--- src/rtl/skp_pkg.sv ---
package skp_pkg;
    typedef enum logic {PH_ACC = 1'b0, PH_UPD = 1'b1} phase_e;
endpackage

--- src/rtl/skp_ctrl.sv ---
module skp_ctrl #(
    parameter int BANDS  = 4,
    parameter int PIXELS = 8,
    localparam int BAND_W = (BANDS > 1) ? $clog2(BANDS) : 1,
    localparam int IDX_W  = (PIXELS > 1) ? $clog2(PIXELS) : 1
) (
    input  logic             clk,
    input  logic             rst_n,
    input  logic             in_valid,
    output logic             in_ready,
    output logic             acc_en,
    output logic             update,
    output logic             first,
    output logic [IDX_W-1:0] pix_idx,
    output logic             done
);
    import skp_pkg::*;

    typedef struct packed {
        phase_e              phase;
        logic [BAND_W-1:0]   band;
        logic [IDX_W-1:0]    pix;
        logic                done;
    } ctrl_t;

    ctrl_t st_d, st_q;

    always_comb begin
        st_d      = st_q;
        st_d.done = 1'b0;
        in_ready  = (st_q.phase == PH_ACC);
        acc_en    = in_valid && in_ready;
        update    = (st_q.phase == PH_UPD);
        if (acc_en) begin
            if (st_q.band == BAND_W'(BANDS - 1)) begin
                st_d.band  = '0;
                st_d.phase = PH_UPD;
            end else begin
                st_d.band = st_q.band + 1'b1;
            end
        end
        if (update) begin
            st_d.phase = PH_ACC;
            if (st_q.pix == IDX_W'(PIXELS - 1)) begin
                st_d.pix  = '0;
                st_d.done = 1'b1;
            end else begin
                st_d.pix = st_q.pix + 1'b1;
            end
        end
    end

    always_ff @(posedge clk or negedge rst_n) begin
        if (!rst_n) st_q <= '{phase: PH_ACC, band: '0, pix: '0, done: 1'b0};
        else        st_q <= st_d;
    end

    assign first   = (st_q.pix == '0);
    assign pix_idx = st_q.pix;
    assign done    = st_q.done;
endmodule

--- src/rtl/skp_lane.sv ---
module skp_lane #(
    parameter int SAMPLE_W = 8,
    parameter int ACC_W    = 11,
    parameter int IDX_W    = 3
) (
    input  logic                clk,
    input  logic                rst_n,
    input  logic                acc_en,
    input  logic                sign,
    input  logic [SAMPLE_W-1:0] sample,
    input  logic                update,
    input  logic                first,
    input  logic [IDX_W-1:0]    pix_idx,
    output logic [IDX_W-1:0]    min_idx,
    output logic [IDX_W-1:0]    max_idx
);
    typedef struct packed {
        logic signed [ACC_W-1:0] acc;
        logic signed [ACC_W-1:0] min_v;
        logic signed [ACC_W-1:0] max_v;
        logic [IDX_W-1:0]        min_i;
        logic [IDX_W-1:0]        max_i;
    } lane_t;

    lane_t ln_d, ln_q;
    logic signed [ACC_W-1:0] ext;

    assign ext = {{(ACC_W - SAMPLE_W){1'b0}}, sample};

    always_comb begin
        ln_d = ln_q;
        if (acc_en) begin
            ln_d.acc = sign ? (ln_q.acc + ext) : (ln_q.acc - ext);
        end
        if (update) begin
            if (first || (ln_q.acc > ln_q.max_v)) begin
                ln_d.max_v = ln_q.acc;
                ln_d.max_i = pix_idx;
            end
            if (first || (ln_q.acc < ln_q.min_v)) begin
                ln_d.min_v = ln_q.acc;
                ln_d.min_i = pix_idx;
            end
            ln_d.acc = '0;
        end
    end

    always_ff @(posedge clk or negedge rst_n) begin
        if (!rst_n) ln_q <= '0;
        else        ln_q <= ln_d;
    end

    assign min_idx = ln_q.min_i;
    assign max_idx = ln_q.max_i;
endmodule

--- src/rtl/skewer_proj_array.sv ---
module skewer_proj_array #(
    parameter int LANES    = 4,
    parameter int BANDS    = 4,
    parameter int SAMPLE_W = 8,
    parameter int PIXELS   = 8,
    localparam int IDX_W   = (PIXELS > 1) ? $clog2(PIXELS) : 1,
    localparam int ACC_W   = SAMPLE_W + $clog2(BANDS) + 1
) (
    input  logic                   clk,
    input  logic                   rst_n,
    input  logic                   in_valid,
    output logic                   in_ready,
    input  logic [SAMPLE_W-1:0]    in_sample,
    input  logic [LANES-1:0]       in_signs,
    output logic                   done,
    output logic [LANES*IDX_W-1:0] min_idx,
    output logic [LANES*IDX_W-1:0] max_idx
);
    logic             acc_en, update, first;
    logic [IDX_W-1:0] pix_idx;

    skp_ctrl #(.BANDS(BANDS), .PIXELS(PIXELS)) ctrl_i (
        .clk(clk), .rst_n(rst_n), .in_valid(in_valid), .in_ready(in_ready),
        .acc_en(acc_en), .update(update), .first(first),
        .pix_idx(pix_idx), .done(done)
    );

    for (genvar l = 0; l < LANES; l++) begin : g_lane
        skp_lane #(.SAMPLE_W(SAMPLE_W), .ACC_W(ACC_W), .IDX_W(IDX_W)) lane_i (
            .clk(clk), .rst_n(rst_n), .acc_en(acc_en), .sign(in_signs[l]),
            .sample(in_sample), .update(update), .first(first),
            .pix_idx(pix_idx),
            .min_idx(min_idx[l*IDX_W +: IDX_W]),
            .max_idx(max_idx[l*IDX_W +: IDX_W])
        );
    end
endmodule

--- config.mk ---
export PLATFORM = sky130hd
export DESIGN_NAME = skewer_proj_array
export DESIGN_NICKNAME = d
export VERILOG_FILES = /design/src/rtl/skp_pkg.sv /design/src/rtl/skp_ctrl.sv /design/src/rtl/skp_lane.sv /design/src/rtl/skewer_proj_array.sv
export SDC_FILE = /design/constraint.sdc
export NUM_CORES = 1
export LEC_CHECK = 0
export BUFFER_PORTS_ARGS = -buffer_cell sky130_fd_sc_hd__buf_2
export CAP_MARGIN = 20
export CORE_UTILIZATION = 58
export CTS_BUF_LIST = sky130_fd_sc_hd__clkbuf_2
export DETAILED_ROUTE_END_ITERATION = 10
export PLACE_DENSITY_LB_ADDON = 0.25
export SYNTH_ARGS = -nofsm -noshare
export SYNTH_HDL_FRONTEND = slang
export SYNTH_SLANG_ARGS = --single-unit
--- constraint.sdc ---
create_clock -name clk -period 6.1 [get_ports clk]
set_clock_uncertainty 0.2 [all_clocks]
set_input_delay 0.305 -clock clk [delete_from_list [all_inputs] [get_ports clk]]
set_output_delay 0.305 -clock clk [all_outputs]
set_load 0.1 [all_outputs]
==> summary.txt <==
Layout area overhead -> 5.16%
Synth warnings -> 0
Max Buffers Root-to-Sink -> 2
CP Class -> primary input to flip-flop
CTS resizes -> 0
CTS buffer count -> 17
Final count of pins violating max slew -> 0
Clock power frac -> 9.4%
Hold Violations, Final -> 0
Post-route ant nets -> 0
Run status -> complete, no violations
CP Launch Point -> in_sample[0]
CTS HTree Levels -> 4
Num rows -> 49
First-pass GRT wire length -> 37900 um
PortBufs -> 40
CP Max Fanout -> 6
Syn nets -> 1244
CP required -> 6.57 ns
Clock-pin slew on the worst setup and hold paths -> 0.24 ns
CTS sink cnt -> 163
Die Y-Extent -> 139 um
Layout cells sized above 1 -> 18.1%
Yosys top cell area share -> 37.2%
Mapped Area -> 0.0110 sq mm
I/O Pins -> 41
Setup total negative slack -> 0 ns
Root buf cell -> clkbuf_2
Peak supply drop -> 258 uV
Setup violators final -> 0
Worst slew pin tran -> 1.05 ns
Post-synth cell types -> 66
Final Cycle Share -> 65.3%
GPL Wtd Cong -> 0.877
Initial Util -> 60.2%
Synth area leaders -> dfrtp_1 37%, ha_1 15%, mux2_2 11%
Maximum clock rate -> 251 MHz
Worst path arrival time -> 4.46 ns
Syn_area_per_cell -> 10.0 sq um
Post-Synthesis Cells -> 1096
Worst-Skew Late Latency -> 0.77 ns
Seq pwr share -> 32.3%
Placed inst area -> 0.0112 sq mm
DR iter-0 viols -> 446
Logic pwr share -> 58.4%
Slew Limit Headroom -> 29.4%
Die Span X -> 139 um
Gr ovfl total -> 0
Ys async rst share -> 100%
Reg2Reg Setup Slack -> 2.87 ns
Global-route usage over all layers -> 24.7%
Initial antenna violation count -> 1
Sw Ratio -> 47.2%
Post-DP HPWL -> 16300 um
Vias -> 7792
Final worst setup slack -> 2.12 ns
First-pass detailed-route iteration total -> 5
Area leader, netlist -> dfrtp_1
# fillers -> 1543
Crit start category -> primary input
WL/cell -> 16.5 um
Hold path startpoint -> in_sample[7]
Unrepaired setup endpoints after global routing -> false
Vias in the first global route -> 7595
Max cap viols -> 0
Pwr Density -> 561 mW/mm^2
Top FF cell, synth -> dfrtp_1
Largest net degree at the start of global routing -> 90
Cell-internal power -> 3.41 mW
Via-to-Cell Ratio -> 5.74
Net Sw Power -> 3.05 mW
Tmin final -> 3.98 ns
EDFF count, synth -> 0
Setup Slack @ Placement -> 1.97 ns
Sequential area share after synthesis -> 37.2%
Finished Cell Area -> 0.0115 sq mm
CP endpoint kind -> flip-flop
#FFs+latches synth -> 163
TritonCTS clock tree -> built
Core ar. -> 0.0182 sq mm
Hold Path Class -> primary input to flip-flop
Pleak -> 5.65 nW
Reg2Reg Launch Point -> ctrl_i.pix_idx[1]$_DFFE_PN0P_
Wirelength, routed -> 22400 um
# DRC -> 0
Full die area -> 0.0194 sq mm
Nets -> 1262
==> Yosys cell counts, types with 3 or more instances <==
library cell and number:
dfrtp_1 163, nor3_1 14, or3_1 3, nor2b_1 20
buf_4 27, fa_1 4, nor2_1 89, a21o_1 21
buf_1 7, buf_2 11, nand3_1 9, a211o_1 3
or2_2 3, xnor2_1 5, o21bai_1 7, inv_1 110
a31oi_1 10, o21a_1 21, o211ai_1 3, o31a_1 5
a211oi_1 21, nand2_1 48, xor2_1 32, ha_1 129
o41ai_1 5, mux2_2 105, clkbuf_1 11, nand3b_1 3
nor3_2 3, a221oi_1 3, mux2i_1 22, o21ai_0 41
nor3b_1 6, nand2b_1 9, a21oi_1 60, and3_1 5
o22ai_1 3, nand4_1 15, and2_1 5
==> area by class of cell <==
cell class                 count  area [sq um]  area share (%)
antenna                        1          2.50          0.0217
sequential                   163          4080            35.4
clock inverter                14           155            1.35
inverter                     111           417            3.62
multi-input combinational    764          6110            53.1
clock buffer                  18          90.1           0.782
tap                          229           287            2.49
timing repair buffer          57           378            3.28
==> sequential cells by signal, indices dropped and copies added, names as in the netlist <==
register               count
g_lane.lane_i.ln_q       132
g_lane.lane_i.max_idx     12
g_lane.lane_i.min_idx     12
ctrl_i.pix_idx             3
ctrl_i.st_q                2
ctrl_i.done                1
ctrl_i.update              1
==> kinds of logic after synthesis <==
family | Yosys count | synth area share, %
XOR/XNOR | 37 | 2.96
buffers and inverters | 169 | 6.98
multiplexers | 127 | 12.8
AO/OA/AOI/OAI | 226 | 13.6
AND/OR/NAND/NOR | 241 | 11.0
flip-flops | 163 | 37.2
adder cells (fa/ha/maj) | 133 | 15.5
==> what timing repair did <==
item,in CTS,in global routing
setup buffers,0,0
endpoints found under the hold margin,120,0
endpoints found under the setup margin,0,0
hold buffers,9,0
==> final timing paths <==
path | end | cells after the start
min reg2reg | g_lane[1].lane_i.max_idx[2]$_DFFE_PN0P_ | 1
min in group asynchronous | g_lane[1].lane_i.ln_q[25]$_DFFE_PN0P_ | 4
max reg2reg | g_lane[0].lane_i.ln_q[23]$_DFFE_PN0P_ | 7
max | g_lane[1].lane_i.ln_q[38]$_DFFE_PN0P_ | 13
min | g_lane[2].lane_i.ln_q[35]$_DFFE_PN0P_ | 5
max in group asynchronous | g_lane[0].lane_i.ln_q[28]$_DFFE_PN0P_ | 4
==> power groups by stage <==
stage	Combinational [mW]	Clock (mW)	Sequential, mW
after CTS	3.78	0.627	2.09
after floorplan	3.25	0	1.91
after global routing	4.25	0.669	2.17
after global placement	3.62	0	2.10
final	3.77	0.606	2.09
after detailed placement	3.75	0	2.12
==> layout by cell type, fill, tap and decap left out, types with 22 or more instances in the layout <==
cell / netlist / routed
dfrtp_1: 163 / 162
ha_1: 129 / 129
inv_1: 110 / 110
mux2_2: 105 / 105
nor2_1: 89 / 89
a21oi_1: 60 / 60
nand2_1: 48 / 48
o21ai_0: 41 / 41
buf_2: 11 / 39
xor2_1: 32 / 32
mux2i_1: 22 / 22
==> worst max-delay path, stage by stage <==
cell	delay, ns
dlygate4sd3_1	0.53
buf_2	0.16
nor3_2	0.29
nor3b_1	0.55
nor3b_1	0.56
nor2_1	0.10
xor2_1	0.16
ha_1	0.33
a21o_1	0.22
o41ai_1	0.49
o21ai_0	0.21
mux2i_1	0.19
mux2_2	0.35
==> layer usage <==
layer / GRT usage (%) / vias to the layer above / part of all wire (%)
li1: - / 3875 / -
met1: 34.1 / 3757 / 48
met2: 38.1 / 124 / 45
met3: 5.57 / 36 / 4.2
met4: 9.12 / 0 / 2.7
met5: 0 / - / 0
==> through the flow <==
stage          hold slack (ns)  std cells  util (%)  total power, mW
6_report                0.0631       1357      63.3             6.46
5_1_grt                 0.0192       1357      63.3             7.09
4_1_cts               0.000368       1355      63.2             6.50
3_5_place_dp             0.238       1314      61.3             5.87
3_3_place_gp             0.241       1314      61.3             5.72
2_1_floorplan           -0.191       1096         -             5.16
Power figures use the tool's default switching activity.
